$ cat config.mk
export PLATFORM = sky130hd
export DESIGN_NAME = gpu_packet_assembler
export DESIGN_NICKNAME = d
export VERILOG_FILES = /design/src/rtl/gpa_pkg.sv /design/src/rtl/gpa_len_lookup.sv /design/src/rtl/gpa_ctrl_unit.sv /design/src/rtl/gpa_collector.sv /design/src/rtl/gpa_pkt_store.sv /design/src/rtl/gpu_packet_assembler.sv
export SDC_FILE = /design/constraint.sdc
export NUM_CORES = 1
export LEC_CHECK = 0
export ABC_AREA = 1
export BUFFER_PORTS_ARGS = -buffer_cell sky130_fd_sc_hd__buf_2
export CAP_MARGIN = 20
export CORE_MARGIN = 3
export CORE_UTILIZATION = 46
export DETAILED_ROUTE_END_ITERATION = 12
export GPL_TIMING_DRIVEN = 0
export PLACE_DENSITY = 0.73
export SETUP_SLACK_MARGIN = 0.2
export SYNTH_ARGS = -nofsm -noshare
export SYNTH_HDL_FRONTEND = slang
export SYNTH_SLANG_ARGS = --single-unit
$ cat constraint.sdc
create_clock -name clk -period 3.4 [get_ports clk]
set_input_delay 0.34 -clock clk [delete_from_list [all_inputs] [get_ports clk]]
set_output_delay 0.34 -clock clk [all_outputs]
set_load 0.05 [all_outputs]
$ cat src/rtl/gpa_pkg.sv
package gpa_pkg;

    localparam int WORD_W    = 32;
    localparam int MAX_WORDS = 12;
    localparam int OP_W      = 8;
    localparam int CNT_W     = $clog2(MAX_WORDS + 1);
    localparam int DIR_W     = 2;

    typedef logic [WORD_W-1:0] word_t;
    typedef logic [OP_W-1:0]   opcode_t;
    typedef logic [CNT_W-1:0]  cnt_t;

    typedef enum logic [1:0] {
        CTL_NONE,
        CTL_ABORT,
        CTL_DIR,
        CTL_DIR_ABORT
    } ctl_kind_e;

    typedef struct packed {
        opcode_t opcode;
        cnt_t    total;
    } pkt_info_t;

    // Parameter words that follow a header with the given opcode.
    function automatic cnt_t extra_words(input opcode_t op);
        cnt_t n;
        n = '0;
        case (op[7:5])
            3'b001: begin
                case (op[4:2])
                    3'd0: n = cnt_t'(3);
                    3'd1: n = cnt_t'(6);
                    3'd2: n = cnt_t'(4);
                    3'd3: n = cnt_t'(8);
                    3'd4: n = cnt_t'(5);
                    3'd5: n = cnt_t'(8);
                    3'd6: n = cnt_t'(7);
                    default: n = cnt_t'(11);
                endcase
            end
            3'b010: begin
                case (op[4:2])
                    3'd0: n = cnt_t'(2);
                    3'd1: n = cnt_t'(0);
                    3'd2: n = cnt_t'(3);
                    3'd3: n = cnt_t'(3);
                    3'd4: n = cnt_t'(3);
                    3'd5: n = cnt_t'(0);
                    default: n = cnt_t'(4);
                endcase
            end
            3'b011: begin
                if (op[4:3] == 2'b00) n = op[2] ? cnt_t'(3) : cnt_t'(2);
                else                  n = op[2] ? cnt_t'(2) : cnt_t'(1);
            end
            default: begin
                case (op)
                    8'h02:   n = cnt_t'(2);
                    8'h80:   n = cnt_t'(3);
                    8'hA0:   n = cnt_t'(2);
                    8'hC0:   n = cnt_t'(2);
                    default: n = '0;
                endcase
            end
        endcase
        return n;
    endfunction

    function automatic ctl_kind_e ctl_decode(input word_t w);
        ctl_kind_e k;
        k = CTL_NONE;
        if (w[31:24] == 8'h01 || w[31:24] == 8'h02) k = CTL_ABORT;
        else if (w == 32'h0400_0000)                k = CTL_DIR_ABORT;
        else if (w[31:24] == 8'h04)                 k = CTL_DIR;
        return k;
    endfunction

endpackage

$ cat src/rtl/gpa_len_lookup.sv
module gpa_len_lookup
    import gpa_pkg::*;
(
    input  opcode_t opcode,
    output cnt_t    extra
);
    always_comb extra = extra_words(opcode);
endmodule

$ cat src/rtl/gpa_ctrl_unit.sv
module gpa_ctrl_unit
    import gpa_pkg::*;
(
    input  logic             clk,
    input  logic             rst,
    input  logic             ctrl_valid,
    input  word_t            ctrl_word,
    output logic             abort,
    output logic [DIR_W-1:0] dma_dir
);
    ctl_kind_e kind;
    logic      dir_we;

    always_comb begin
        kind   = ctrl_valid ? ctl_decode(ctrl_word) : CTL_NONE;
        abort  = (kind == CTL_ABORT) || (kind == CTL_DIR_ABORT);
        dir_we = (kind == CTL_DIR) || (kind == CTL_DIR_ABORT);
    end

    always_ff @(posedge clk) begin
        if (rst)         dma_dir <= '0;
        else if (dir_we) dma_dir <= ctrl_word[DIR_W-1:0];
    end
endmodule

$ cat src/rtl/gpa_collector.sv
module gpa_collector
    import gpa_pkg::*;
(
    input  logic      clk,
    input  logic      rst,
    input  logic      accept,
    input  logic      abort,
    input  opcode_t   opcode,
    input  cnt_t      extra,
    output logic      wr_en,
    output cnt_t      wr_idx,
    output logic      done,
    output pkt_info_t info,
    output logic      busy
);
    cnt_t      remain_q;
    cnt_t      idx_q;
    pkt_info_t pend_q;

    always_comb begin
        wr_en  = accept && !abort;
        wr_idx = busy ? idx_q : '0;
    end

    always_ff @(posedge clk) begin
        if (rst) begin
            busy     <= 1'b0;
            remain_q <= '0;
            idx_q    <= '0;
            pend_q   <= '0;
            done     <= 1'b0;
            info     <= '0;
        end else begin
            done <= 1'b0;
            if (abort) begin
                busy     <= 1'b0;
                remain_q <= '0;
            end else if (accept) begin
                if (!busy) begin
                    if (extra == '0) begin
                        done        <= 1'b1;
                        info.opcode <= opcode;
                        info.total  <= cnt_t'(1);
                    end else begin
                        busy          <= 1'b1;
                        remain_q      <= extra;
                        idx_q         <= cnt_t'(1);
                        pend_q.opcode <= opcode;
                        pend_q.total  <= cnt_t'(extra + cnt_t'(1));
                    end
                end else begin
                    remain_q <= cnt_t'(remain_q - cnt_t'(1));
                    idx_q    <= cnt_t'(idx_q + cnt_t'(1));
                    if (remain_q == cnt_t'(1)) begin
                        busy <= 1'b0;
                        done <= 1'b1;
                        info <= pend_q;
                    end
                end
            end
        end
    end
endmodule

$ cat src/rtl/gpa_pkt_store.sv
module gpa_pkt_store
    import gpa_pkg::*;
(
    input  logic                        clk,
    input  logic                        rst,
    input  logic                        wr_en,
    input  cnt_t                        wr_idx,
    input  word_t                       wr_data,
    output logic [MAX_WORDS*WORD_W-1:0] words
);
    for (genvar s = 0; s < MAX_WORDS; s++) begin : g_slot
        always_ff @(posedge clk) begin
            if (rst)
                words[s*WORD_W +: WORD_W] <= '0;
            else if (wr_en && wr_idx == cnt_t'(s))
                words[s*WORD_W +: WORD_W] <= wr_data;
        end
    end
endmodule

$ cat src/rtl/gpu_packet_assembler.sv
module gpu_packet_assembler
    import gpa_pkg::*;
(
    input  logic                        clk,
    input  logic                        rst,
    input  logic                        in_valid,
    input  logic [31:0]                 in_word,
    output logic                        in_ready,
    input  logic                        ctrl_valid,
    input  logic [31:0]                 ctrl_word,
    input  logic                        out_ready,
    output logic                        pkt_done,
    output logic [7:0]                  pkt_opcode,
    output logic [3:0]                  pkt_len,
    output logic [MAX_WORDS*WORD_W-1:0] pkt_words,
    output logic [1:0]                  dma_dir
);
    logic      abort_w;
    logic      accept_w;
    logic      wr_en_w;
    logic      busy_w;
    cnt_t      wr_idx_w;
    cnt_t      extra_w;
    pkt_info_t info_w;

    always_comb begin
        in_ready = !ctrl_valid && !(pkt_done && !out_ready);
        accept_w = in_valid && in_ready;
    end

    gpa_len_lookup u_len (
        .opcode (in_word[31:24]),
        .extra  (extra_w)
    );

    gpa_ctrl_unit u_ctrl (
        .clk        (clk),
        .rst        (rst),
        .ctrl_valid (ctrl_valid),
        .ctrl_word  (ctrl_word),
        .abort      (abort_w),
        .dma_dir    (dma_dir)
    );

    gpa_collector u_coll (
        .clk    (clk),
        .rst    (rst),
        .accept (accept_w),
        .abort  (abort_w),
        .opcode (in_word[31:24]),
        .extra  (extra_w),
        .wr_en  (wr_en_w),
        .wr_idx (wr_idx_w),
        .done   (pkt_done),
        .info   (info_w),
        .busy   (busy_w)
    );

    gpa_pkt_store u_store (
        .clk     (clk),
        .rst     (rst),
        .wr_en   (wr_en_w),
        .wr_idx  (wr_idx_w),
        .wr_data (in_word),
        .words   (pkt_words)
    );

    always_comb begin
        pkt_opcode = info_w.opcode;
        pkt_len    = info_w.total;
    end
endmodule

== After elaboration in Yosys (flattened, before gate mapping) ==
Cells that the tools add are included.
Word-level totals
  flip-flop bits (word level): 420
  output and inout port bits: 400
  word-level logic and storage cells: 125
Cells by class
  muxes and demuxes: 25
  add/sub/neg operators: 3
  reductions and logical operators: 38
  eq/ne operators: 34
  bitwise operators: 4
Operator list (number)
  12-bit 2-to-1 mux: 3
  32-bit by 27-bit equality test with 1-bit output (second input constant): 1
  8-bit equality test (second input constant): 3
  4-bit 2-to-1 mux: 6
  4-bit one-hot mux with 6 select lines: 1
  4-bit by 3-bit equality test with 1-bit output (second input constant): 4
  4-bit equality test (second input constant): 4
  8-bit by 2-bit equality test with 1-bit output (second input constant): 2
  1-bit logical AND: 16
  3-bit by 2-bit equality test with 1-bit output (second input constant): 4
  4-bit one-hot mux with 3 select lines: 1
  2-bit 2-to-1 mux: 5
  3-bit equality test (second input constant): 3
  3-bit one-hot mux with 3 select lines: 1
  3-bit OR reduction: 3
  4-bit by 1-bit adder with 4-bit output (second input constant): 2
  4-bit by 1-bit equality test with 1-bit output (second input constant): 2
  4-bit by 2-bit equality test with 1-bit output (second input constant): 2
  8-bit by 1-bit equality test with 1-bit output (second input constant): 1
  8-bit by 3-bit equality test with 1-bit output (second input constant): 1
  4-bit logical NOT: 2
  4-bit AND reduction: 2
  1-bit 2-to-1 mux: 7
  3-bit by 1-bit equality test with 1-bit output (second input constant): 2
  15 further kinds: 26

== Depth between registers and ports, before layout ==
Gate-level depths: netlist (run 1).
  word-level depth: 10
  gate-level depth with buffers: 18
  gate-level depth less buffers: 16

== By module ==
A second synthesis (run 1) with hierarchy kept.
Second synthesis, totals
  cell total of the unflattened synthesis: 2519
  area total of the unflattened synthesis: 17013.8 um^2
By module, submodules not included
  gpa_pkt_store: seq. area each 7687.4 um^2, area an instance 14868.0 um^2, cells each 2173, instances 1
  gpa_collector: seq. area each 680.7 um^2, area an instance 1657.8 um^2, cells each 243, instances 1
  gpa_ctrl_unit: seq. area each 40.0 um^2, area an instance 266.5 um^2, cells each 53, instances 1
  gpa_len_lookup: seq. area each 0.0 um^2, area an instance 187.7 um^2, cells each 43, instances 1
  gpu_packet_assembler: seq. area each 0.0 um^2, area an instance 33.8 um^2, cells each 7, instances 1

== Worst setup path before layout (run 1) ==
OpenSTA, ideal clock, no wires.
  kind: input -> register
  from: in in_word[28]
  to: reg u_coll.remain_q[3]
  setup slack: 0.519 ns
  arrival time: 2.765 ns
  library setup time: 0.116 ns
  stages on the path: 17
  cell sequence: buf_2 inv_4 clkbuf_1 ha_1 inv_1 ha_1 or2_2 nand4_1 and2_1 inv_1 ha_1 nand2_2 nor2_2 nand2_2 nand2_2 o21ai_0 nor2_1
On the way
  cells in the longest elaborated chain, start to end: 7
  elaborated cells between the ends (all ways): 26
  those cells by class: eq/ne (11); mux (7); reduce/logical (8)
Ends and longest elaborated chain
  from (decl): RTL line gpu_packet_assembler.sv:7  | input logic [31:0] in_word,
  8-bit by 2-bit equality test with 1-bit output, or another cell as far along: RTL line gpa_pkg.sv:58  | case (op)
  3-bit OR reduction (no source line) / 2-bit OR reduction (equally long branches)
  2-bit one-hot mux with 2 select lines, or another cell as far along: RTL line gpa_pkg.sv:58
  4-bit one-hot mux with 3 select lines *: RTL line gpa_pkg.sv:29  | case (op[7:5])
  4-bit logical NOT: RTL line gpa_collector.sv:40  | if (extra == '0) begin
  2-bit by 1-bit inequality test with 1-bit output (no source line)
  2-bit AND reduction (no source line)
  to (signal assigned): RTL line gpa_collector.sv:46  | remain_q <= extra;
  to (signal assigned): RTL line gpa_collector.sv:52  | remain_q <= cnt_t'(remain_q - cnt_t'(1));
  to (decl): RTL line gpa_collector.sv:16  | cnt_t remain_q;
Mark *: on every way between the ends. The rest lies on a longest branch, timed or not. The select of a mux whose other input is x is not followed.
A chain may end at the register's enable or synchronous reset.

== Final worst setup path (run 1) ==
  from: in in_word[26]
  to: reg u_coll.busy
On the way
  cells in the longest elaborated chain, start to end: 7
  elaborated cells between the ends (all ways): 25
  those cells by class: eq/ne (10); mux (9); reduce/logical (6)
Ends and longest elaborated chain
  8-bit by 2-bit equality test with 1-bit output, or another cell as far along: RTL line gpa_pkg.sv:58
  3-bit OR reduction (no source line) / 2-bit OR reduction (equally long branches)
  2-bit one-hot mux with 2 select lines, or another cell as far along: RTL line gpa_pkg.sv:58
  4-bit one-hot mux with 3 select lines *: RTL line gpa_pkg.sv:29
  4-bit logical NOT *: RTL line gpa_collector.sv:40
  1-bit 2-to-1 mux *: RTL line gpa_collector.sv:40
  1-bit 2-to-1 mux *: RTL line gpa_collector.sv:39  | if (!busy) begin
  to (signal assigned): RTL line gpa_collector.sv:36  | busy <= 1'b0;
  to (signal assigned): RTL line gpa_collector.sv:45  | busy <= 1'b1;
  to (signal assigned): RTL line gpa_collector.sv:55  | busy <= 1'b0;
  to (decl): RTL line gpa_collector.sv:14  | output logic busy
Mark *: on every way between the ends. The rest lies on a longest branch, timed or not.

==> impl_metrics.tcl, run 1 <==
set metrics [dict create \
    dp.cells 2591 \
    root_buffer "clkbuf_16" \
    core.rowCount 66 \
    antenna_found_initial 1 \
    clk_latency_ns 0.54 \
    wire_per_inst_um 21.1 \
    outcome "finished clean" \
    p_per_area_nw_per_um2 545 \
    post-dp-hpwl_um 41500 \
    synthAdderAreaFrac 0.00739 \
    slew_viol_final 0 \
    vias 14859 \
    stdcell_area_um2 19600 \
    drc 0 \
    fp.dieH_um 188 \
    initial_utilization 0.467 \
    clkSlewWorstSetupHoldPaths_ns 0.06 \
    wirelength_um 56400 \
    setup-tns-final_ns 0 \
    whs_ns 0.0659 \
    finClkSkew_ns 0.0180 \
    grt_pass1_wl_um 84700 \
    synthArstFlopShare 0 \
    drive_gt1_frac 0.342 \
    ys_types 44 \
    min_path_type "input pin to flip-flop" \
    total_power_mw 10.7 \
    cp.required_ns 3.85 \
    chipWidth_um 188 \
    place_ws_ns -0.250 \
    synth_nets 1760 \
    path_buf_inv 5 \
    ys_warn_count 0 \
    synth_top_family_by_area "compound AO/OA/AOI/OAI gates" \
    critPathLaunchType "input pin" \
    first_global_vias 14512 \
    timing.final.crit_period_ns 2.95 \
    synth_edf_count 0 \
    clock-sinks 420 \
    cts_setup_buffers 0 \
    clockBufferDepth 3 \
    vias_per_cell 5.57 \
    max_cap_violations 0 \
    synth.avg_cell_area_um2 9.06 \
    critPathSlowestCell "buf_1" \
    synth_cells 1682 \
    core-area_um2 32600 \
    post-route-util 0.602 \
    syn2layout_area_growth_pct 28.8 \
    synthXorXnorAreaFrac 0.00172 \
    cts_buffers 43 \
    synthSimpleGateAreaFrac 0.0745 \
    period_share 0.868 \
    critPathArrivalTime_ns 3.41 \
    io_buffers 467 \
    crit_path_max_fanout 10 \
    path_class "input pin to flip-flop" \
    power.leakage_nw 9.21 \
    critPathMaxStageDelay_ns 0.76 \
    worst_pin_slew_ns 1.15 \
    max_clock_freq_mhz 339 \
    track_usage 0.303 \
    ys_seq_area_frac 0.552 \
    grt-ovfl-total 0 \
    grt_max_degree 15 \
    drt_first_pass_iters 6 \
    synthMuxAreaShare 0 \
    first_iter_violations 990 \
    rsz0062_at_grt "false" \
    crit_family "buffers and inverters" \
    die-area_um2 35400 \
    fin_nets 2271 \
    path_cells "buf_2 -> inv_1 -> buf_1 -> ha_1 -> or2_2 -> nand4_1 -> and2_1 -> inv_1 -> ha_1 -> nand2_2 -> o21ai_4 -> nand3_4 -> buf_8 -> nand2_1 -> a21oi_1" \
    io_pins 469 \
    end_kind "flip-flop" \
    cts_tree "built" \
    synth_compound_area_frac 0.297 \
    setup_slack_ns 0.449 \
    ys_seq_elements 420 \
    slew_headroom 0.236 \
    place_area_um2 18100 \
    ir_worst_vdd_mv 0.351 \
    synth_top_flop_cell "dfxtp_1" \
    gp_congestion 0.906 \
    syn_area_um2 15200 \
    setup_viol 0 \
    timing_hold_violations_final 0 \
    htreeDepth 2 \
    layoutNonFillerInstCount 2669 \
    antenna_left 0 \
]
==> registers in the layout, summed over array words and instances (netlist names) <==
name / cells
u_coll.pend_q: 12
u_ctrl.dma_dir: 2
u_coll.done: 1
u_store.words: 384
u_coll.busy: 1
u_coll.remain_q: 4
u_coll.idx_q: 4
u_coll.info: 12
==> final cells by class <==
| type | count | area, um^2 |
|---|---|---|
| multi-input combinational | 1043 | 5790 |
| clock buffer | 64 | 1280 |
| tap | 442 | 553 |
| fill | 2921 | 13000 |
| inverter | 60 | 233 |
| clock inverter | 14 | 216 |
| sequential | 420 | 8410 |
| antenna | 1 | 2.50 |
| buffer | 157 | 800 |
| timing repair buffer | 468 | 2350 |
==> cell families (layout without fill, tap and decap cells) <==
| family | after synthesis | after routing |
|---|---|---|
| adders and majority gates | 9 | 9 |
| DFF | 420 | 420 |
| and+or+nand+nor | 212 | 212 |
| other | 0 | 1 |
| buffers and inverters | 219 | 763 |
| AOI/OAI and AO/OA | 819 | 819 |
| xor gates and xnor gates | 3 | 3 |
==> layer usage <==
metal | global-route usage | part of all wire | routed length, um
met1 | 0.372 | 0.39 | 22100
met2 | 0.507 | 0.47 | 26500
met3 | 0.0798 | 0.096 | 5410
met4 | 0.128 | 0.042 | 2390
met5 | 0 | 0 | 0
==> worst register-to-register path: stages (launching register included) <==
cell     delay, ns
dfxtp_1       0.30
buf_2         0.22
nand2_1       0.14
inv_1         0.12
nand2_2       0.16
nor2_4        0.35
buf_2         0.33
o21ai_0       0.14
a21oi_1       0.19
==> Yosys cell counts, types with 2 or more instances <==
library cell	n	area share
nor4_1	2	0.00082
inv_2	4	0.00098
o21ai_4	2	0.0021
or2_2	2	0.00082
nor2_8	4	0.0053
dfxtp_1	420	0.55
buf_6	12	0.0089
nand2_4	2	0.0015
nor2_1	50	0.012
clkbuf_2	4	0.0013
nand2_2	10	0.0041
nor2_2	8	0.0033
nand3_1	19	0.0062
nor3_1	4	0.0013
inv_1	53	0.013
o21ai_1	115	0.038
nand3_4	3	0.0034
o21ai_0	288	0.095
nor3_2	2	0.0013
nor2_4	8	0.0059
nand2_1	87	0.021
buf_1	2	0.00049
nand3b_1	2	0.00098
nand4_1	4	0.0016
clkbuf_1	83	0.020
a21oi_1	309	0.10
buf_2	44	0.014
a21oi_2	100	0.057
ha_1	9	0.0074
nand3_2	2	0.0013
buf_4	13	0.0064
xor2_1	3	0.0017
==> where the power goes <==
| part | internal, mW | switching [mW] |
|---|---|---|
| registers | 4.98 | 0.0319 |
| logic | 0.171 | 0.571 |
| clock network | 2.98 | 1.95 |
==> repair_timing <==
item / 4_1_cts / 5_1_grt
endpoints found under the hold margin: 1 / 0
gates resized for setup: 0 / 0
setup endpoints to repair: 0 / 33
hold buffers: 1 / 0
==> path summary, 6_finish.rpt <==
path | from | end | slack [ns] | depth (start not counted)
worst max-delay path | in_word[26] | u_coll.busy | 0.45 | 15
worst min-delay path | ctrl_word[0] | u_ctrl.dma_dir[0] | 0.07 | 3
worst max register to register | u_coll.busy | u_store.words[87] | 1.38 | 8
worst min register to register | u_coll.pend_q[4] | u_coll.pend_q[4] | 0.47 | 2
==> cell usage in the layout, fill, tap and decap left out, drive strengths merged, types with 5 or more instances in the layout <==
cell    count
buf       538
dfxtp     420
a21oi     410
o21ai     405
clkbuf    150
nand2      99
nor2       70
inv        59
nand3      24
ha          9
clkinv      9
nor3        7
bufinv      5
nand4       5
(Power assumes the default switching activity.)
==> run 2, diff against run 1 <==
Settings changed: ABC_AREA 1 to default.
==> impl_metrics.tcl, run 2 <==
set metrics [dict create \
    worst_pin_slew_ns 1.07 \
    synth.top_cell.area_share 0.545 \
    stdcell_area_um2 20000 \
    grt_pass1_wl_um 91100 \
    min_path_type "input pin to flip-flop" \
    largest-register "u_store.words" \
    fin_nets 2574 \
    critPathMaxStageDelay_ns 0.28 \
    root_buffer "clkbuf_16" \
    setup-tns-final_ns 0 \
    mostFrequentLayoutCells "nand2_1 (780), buf_2 (478), dfxtp_1 (420), a21oi_1 (396), clkbuf_1 (164)" \
    htreeDepth 2 \
    die-area_um2 35800 \
    drc 0 \
    path_buf_inv 7 \
    wirelength_um 61500 \
    path_class "input pin to flip-flop" \
    period_share 0.913 \
    synth_nets 2057 \
    synth_cells 1979 \
    place_area_um2 18300 \
    ys_seq_area_frac 0.545 \
    first_iter_violations 1160 \
    drive_gt1_frac 0.231 \
    ys_seq_elements 420 \
    initial_utilization 0.471 \
    fp.dieH_um 189 \
    synth_top_area_cell "dfxtp_1" \
    critPathLaunchType "input pin" \
    cts_tree "built" \
    setup_viol 0 \
    cts_buffers 45 \
    p_per_area_nw_per_um2 541 \
    io_buffers 466 \
    first_global_vias 15237 \
    finClkSkew_ns 0.0358 \
    outcome "finished clean" \
    vias 16060 \
    core-area_um2 32800 \
    rsz0062_at_grt "false" \
    post-dp-hpwl_um 44800 \
    crit_path_max_fanout 10 \
    clockBufferDepth 3 \
    end_kind "flip-flop" \
    cts.hold.buffers_added 0 \
    setup_slack_ns 0.295 \
    final_common_cell "nand2_1" \
    synthTopCellsByArea "dfxtp_1 (54%), nand2_1 (19%), a21oi_1 (13%)" \
    slew_viol_final 0 \
    gp_congestion 0.936 \
    largestRegisters "u_store.words (384), u_coll.info (12), u_coll.pend_q (12)" \
    critPathArrivalTime_ns 3.56 \
    max_clock_freq_mhz 322 \
    synth.avg_cell_area_um2 7.80 \
    timing_hold_violations_final 0 \
    grt-ovfl-total 0 \
    timing.final.crit_period_ns 3.11 \
    clock-sinks 420 \
    antenna_left 0 \
    diodes 0 \
    max_cap_violations 0 \
    place_ws_ns -1.03 \
    synthArstFlopShare 0 \
    drt_first_pass_iters 6 \
    yosysMostFrequentCell "nand2_1" \
    slew_headroom 0.289 \
    ys_warn_count 0 \
    track_usage 0.329 \
    clk_latency_ns 0.55 \
    wire_per_inst_um 20.7 \
    crit_family "buffers and inverters" \
    synth_edf_count 0 \
    total_power_mw 10.8 \
    syn2layout_area_growth_pct 29.5 \
    synth_common_cells "nand2_1 (780), dfxtp_1 (420), a21oi_1 (396), clkbuf_1 (162), nor2_1 (33)" \
    largest_reg_flops 384 \
    critPathSlowestCell "a22o_2" \
    power.leakage_nw 8.29 \
    antenna_found_initial 0 \
    ir_worst_vdd_mv 0.486 \
    vias_per_cell 5.40 \
    reg2reg_slack_ns 0.89 \
    path_cells "buf_2 -> clkbuf_4 -> clkbuf_8 -> inv_1 -> ha_1 -> inv_1 -> ha_1 -> nand2b_1 -> o311a_1 -> nor4_4 -> inv_1 -> ha_1 -> nor2b_2 -> nor4b_1 -> a22o_2 -> clkbuf_4 -> o21ai_0 -> a21oi_1" \
    cp.required_ns 3.86 \
    syn_area_um2 15400 \
    ys_types 51 \
    core.rowCount 66 \
    grt_max_degree 15 \
    synth_top_flop_cell "dfxtp_1" \
    clkSlewWorstSetupHoldPaths_ns 0.06 \
    io_pins 469 \
    chipWidth_um 189 \
]
-- run 2: repair_timing --
action,CTS,global route
buffers inserted,0,1
gates resized for setup,13,7
pin swaps,0,3
setup endpoints to repair,34,14
-- run 2: final cells by class --
type,count,area (um^2)
fill,2973,12800
inverter,12,45.0
clock buffer,61,1310
buffer,181,743
tap,442,553
clock inverter,20,263
sequential,420,8410
timing repair buffer,470,2370
multi-input combinational,1366,6300
-- run 2: per-stage QoR --
stage / util / hold WS (ns) / instances
after floorplan: - / 0.433 / 1979
after global placement: 0.559 / 0.434 / 2887
after detailed placement: 0.559 / 0.441 / 2889
after CTS: 0.609 / 0.0636 / 2970
after global routing: 0.610 / 0.0769 / 2972
final: 0.610 / 0.0859 / 2972
-- run 2: cells by family (layout without fill, tap and decap cells) --
family | count (synthesis) | in the layout | share of synthesized area
xor+xnor | 1 | 1 | 0.000568
fa+ha+maj | 9 | 9 | 0.00730
compound gates | 433 | 433 | 0.146
simple gates | 901 | 901 | 0.238
flops | 420 | 420 | 0.545
buf+inv | 193 | 744 | 0.0490
mux | 22 | 22 | 0.0143
-- run 2: where the power goes --
group	leakage (nW)	switching, mW	internal (mW)
registers	3.39	0.0231	4.96
clock network	0.777	2.03	3.15
logic	4.12	0.501	0.157
total	8.29	2.55	8.27
-- run 2: path summary, 6_finish.rpt --
path / from / endpoint / cells after the start
hold reg to reg: u_store.words[317] / u_store.words[317] / 2
setup reg to reg: u_coll.done / u_store.words[200] / 7
hold / removal: ctrl_word[0] / u_ctrl.dma_dir[0] / 3
setup / recovery: in_word[27] / u_coll.info[0] / 18
-- run 2: layer usage --
metal	global-route usage	part of all wire	up-vias
li1	-	-	7463
met1	0.413	0.39	7581
met2	0.543	0.46	851
met3	0.0779	0.10	165
met4	0.143	0.051	0
met5	0	0	-
-- run 2: worst reg2reg max path, stage by stage (launching register included) --
cell,delay [ns]
dfxtp_1,0.32
nand2b_1,0.27
nand3_2,0.29
nor4_2,0.60
buf_4,0.27
clkbuf_1,0.40
nand2_1,0.12
a21oi_1,0.17
==> run 3, diff against run 2 <==
Settings changed: CORE_MARGIN 3 to default, PLACE_DENSITY 0.73 to default, PLACE_DENSITY_LB_ADDON from default to 0.05.
==> impl_metrics.tcl, run 3 (synthesized netlist as in run 2, its figures left out) <==
set metrics [dict create \
    first_iter_violations 1055 \
    power.leakage_nw 8.25 \
    use_met1 0.415 \
    stdcell_area_um2 19900 \
    mostFrequentLayoutCells "nand2_1 (780), buf_2 (478), dfxtp_1 (420), a21oi_1 (396), clkbuf_1 (167)" \
    clockBufferDepth 3 \
    max_clock_freq_mhz 334 \
    drt_first_pass_iters 5 \
    vias 15721 \
    post-route-util 0.608 \
    end_kind "flip-flop" \
    finClkSkew_ns 0.0186 \
    cts_tree "built" \
    slew_viol_final 0 \
    vias_per_cell 5.29 \
    antenna_left 0 \
    gp_congestion 0.902 \
    place_area_um2 18300 \
    track_usage 0.335 \
    drive_gt1_frac 0.230 \
    cts_buffers 44 \
    outcome "finished clean" \
    wirelength_um 59300 \
    setup-tns-final_ns 0 \
    first_global_vias 14421 \
    met2_usage 0.547 \
    wire_per_inst_um 20.0 \
    drc 0 \
    dp.cells 2889 \
    htreeDepth 2 \
    period_share 0.880 \
    max_cap_violations 0 \
    min_path_type "input pin to flip-flop" \
    syn2layout_area_growth_pct 29.1 \
    slew_headroom 0.290 \
    grt_pass1_wl_um 86300 \
    io_pins 469 \
    grt-ovfl-total 0 \
    rsz0062_at_grt "false" \
    chipWidth_um 185 \
    whs_ns 0.0561 \
    crit_path_max_fanout 10 \
    post-dp-hpwl_um 43200 \
    clk_latency_ns 0.55 \
    root_buffer "clkbuf_16" \
    path_class "input pin to flip-flop" \
    cts.hold.buffers_added 0 \
    layoutNonFillerInstCount 2970 \
    clock-sinks 420 \
    grt_max_degree 16 \
    clkSlewWorstSetupHoldPaths_ns 0.06 \
    largest_reg_flops 384 \
    critPathArrivalTime_ns 3.39 \
    met3_usage 0.0912 \
    final_common_cell "nand2_1" \
    die-area_um2 34300 \
    antenna_found_initial 1 \
    timing.final.crit_period_ns 2.99 \
    core-area_um2 32800 \
    core.rowCount 66 \
    worst_pin_slew_ns 1.06 \
    largestRegisters "u_store.words (384), u_coll.info (12), u_coll.pend_q (12)" \
    reg2reg_slack_ns 0.85 \
    cp.required_ns 3.80 \
    critPathLaunchType "input pin" \
    timing_hold_violations_final 0 \
    ir_worst_vdd_mv 0.360 \
    busiest_layer "met2" \
    p_per_area_nw_per_um2 536 \
    io_buffers 466 \
    fp.dieH_um 185 \
    fin_nets 2572 \
    setup_viol 0 \
    initial_utilization 0.471 \
    largest-register "u_store.words" \
]
run 3: cell types whose count changed in the layout (fill, tap and decap cells not counted), sizes merged:
| cell | before | now |
|---|---|---|
| bufinv | 6 | 5 |
| clkbuf | 224 | 225 |
| clkinv | 11 | 9 |
| inv | 13 | 12 |
| diode | 0 | 1 |
run 3: worst paths after layout:
path,startpoint,cells after the start,endpoint
setup reg to reg,u_coll.done,6,u_store.words[151]
hold reg to reg,u_store.words[319],2,u_store.words[319]
hold / removal,ctrl_word[1],3,u_ctrl.dma_dir[1]
setup / recovery,in_word[27],17,u_coll.info[0]
run 3: critical path, stage by stage:
cell	delay (ns)
buf_2	0.15
clkbuf_4	0.26
buf_4	0.26
inv_1	0.07
ha_1	0.26
inv_1	0.07
ha_1	0.21
nand3b_1	0.19
a41oi_2	0.21
inv_1	0.07
ha_1	0.20
nor2b_2	0.17
nor4b_2	0.16
a22o_2	0.30
clkbuf_4	0.22
o21ai_0	0.14
a21oi_1	0.11
run 3: timing repair:
action | CTS | global route
setup buffers | 0 | 3
gates resized for setup | 8 | 6
pin swaps | 0 | 3
endpoints found under the setup margin | 33 | 14
run 3: layout make-up:
class,instances,area [um^2]
fillers,3090,12900
flip-flops and latches,420,8410
multi-input cells,1366,6310
repair buffers,471,2370
clock buffers,63,1290
plain buffers,179,718
well taps,442,553
clock inverters,16,221
inverters,12,45.0
diodes,1,2.50
run 3: metrics by stage:
stage          power (mW)  setup WS [ns]
4_1_cts              10.7          0.252
3_3_place_gp         5.71         -0.947
3_5_place_dp         5.72         -0.931
2_1_floorplan        5.46          0.275
6_report             10.7          0.407
5_1_grt              11.0          0.241
run 3: per-layer routing:
layer | vias to the layer above | wire length, um | share of wire
met4 | 0 | 2510 | 0.042
li1 | 7465 | - | -
met2 | 696 | 27200 | 0.46
met5 | - | 0 | 0
met1 | 7422 | 23900 | 0.40
met3 | 138 | 5610 | 0.095
run 3: where the power goes:
group	leakage [nW]	switching, mW	internal, mW	total [mW]
Combinational	4.12	0.490	0.157	0.646
Sequential	3.39	0.0219	4.96	4.98
Clock	0.744	2.01	3.03	5.04
Total	8.25	2.53	8.15	10.7
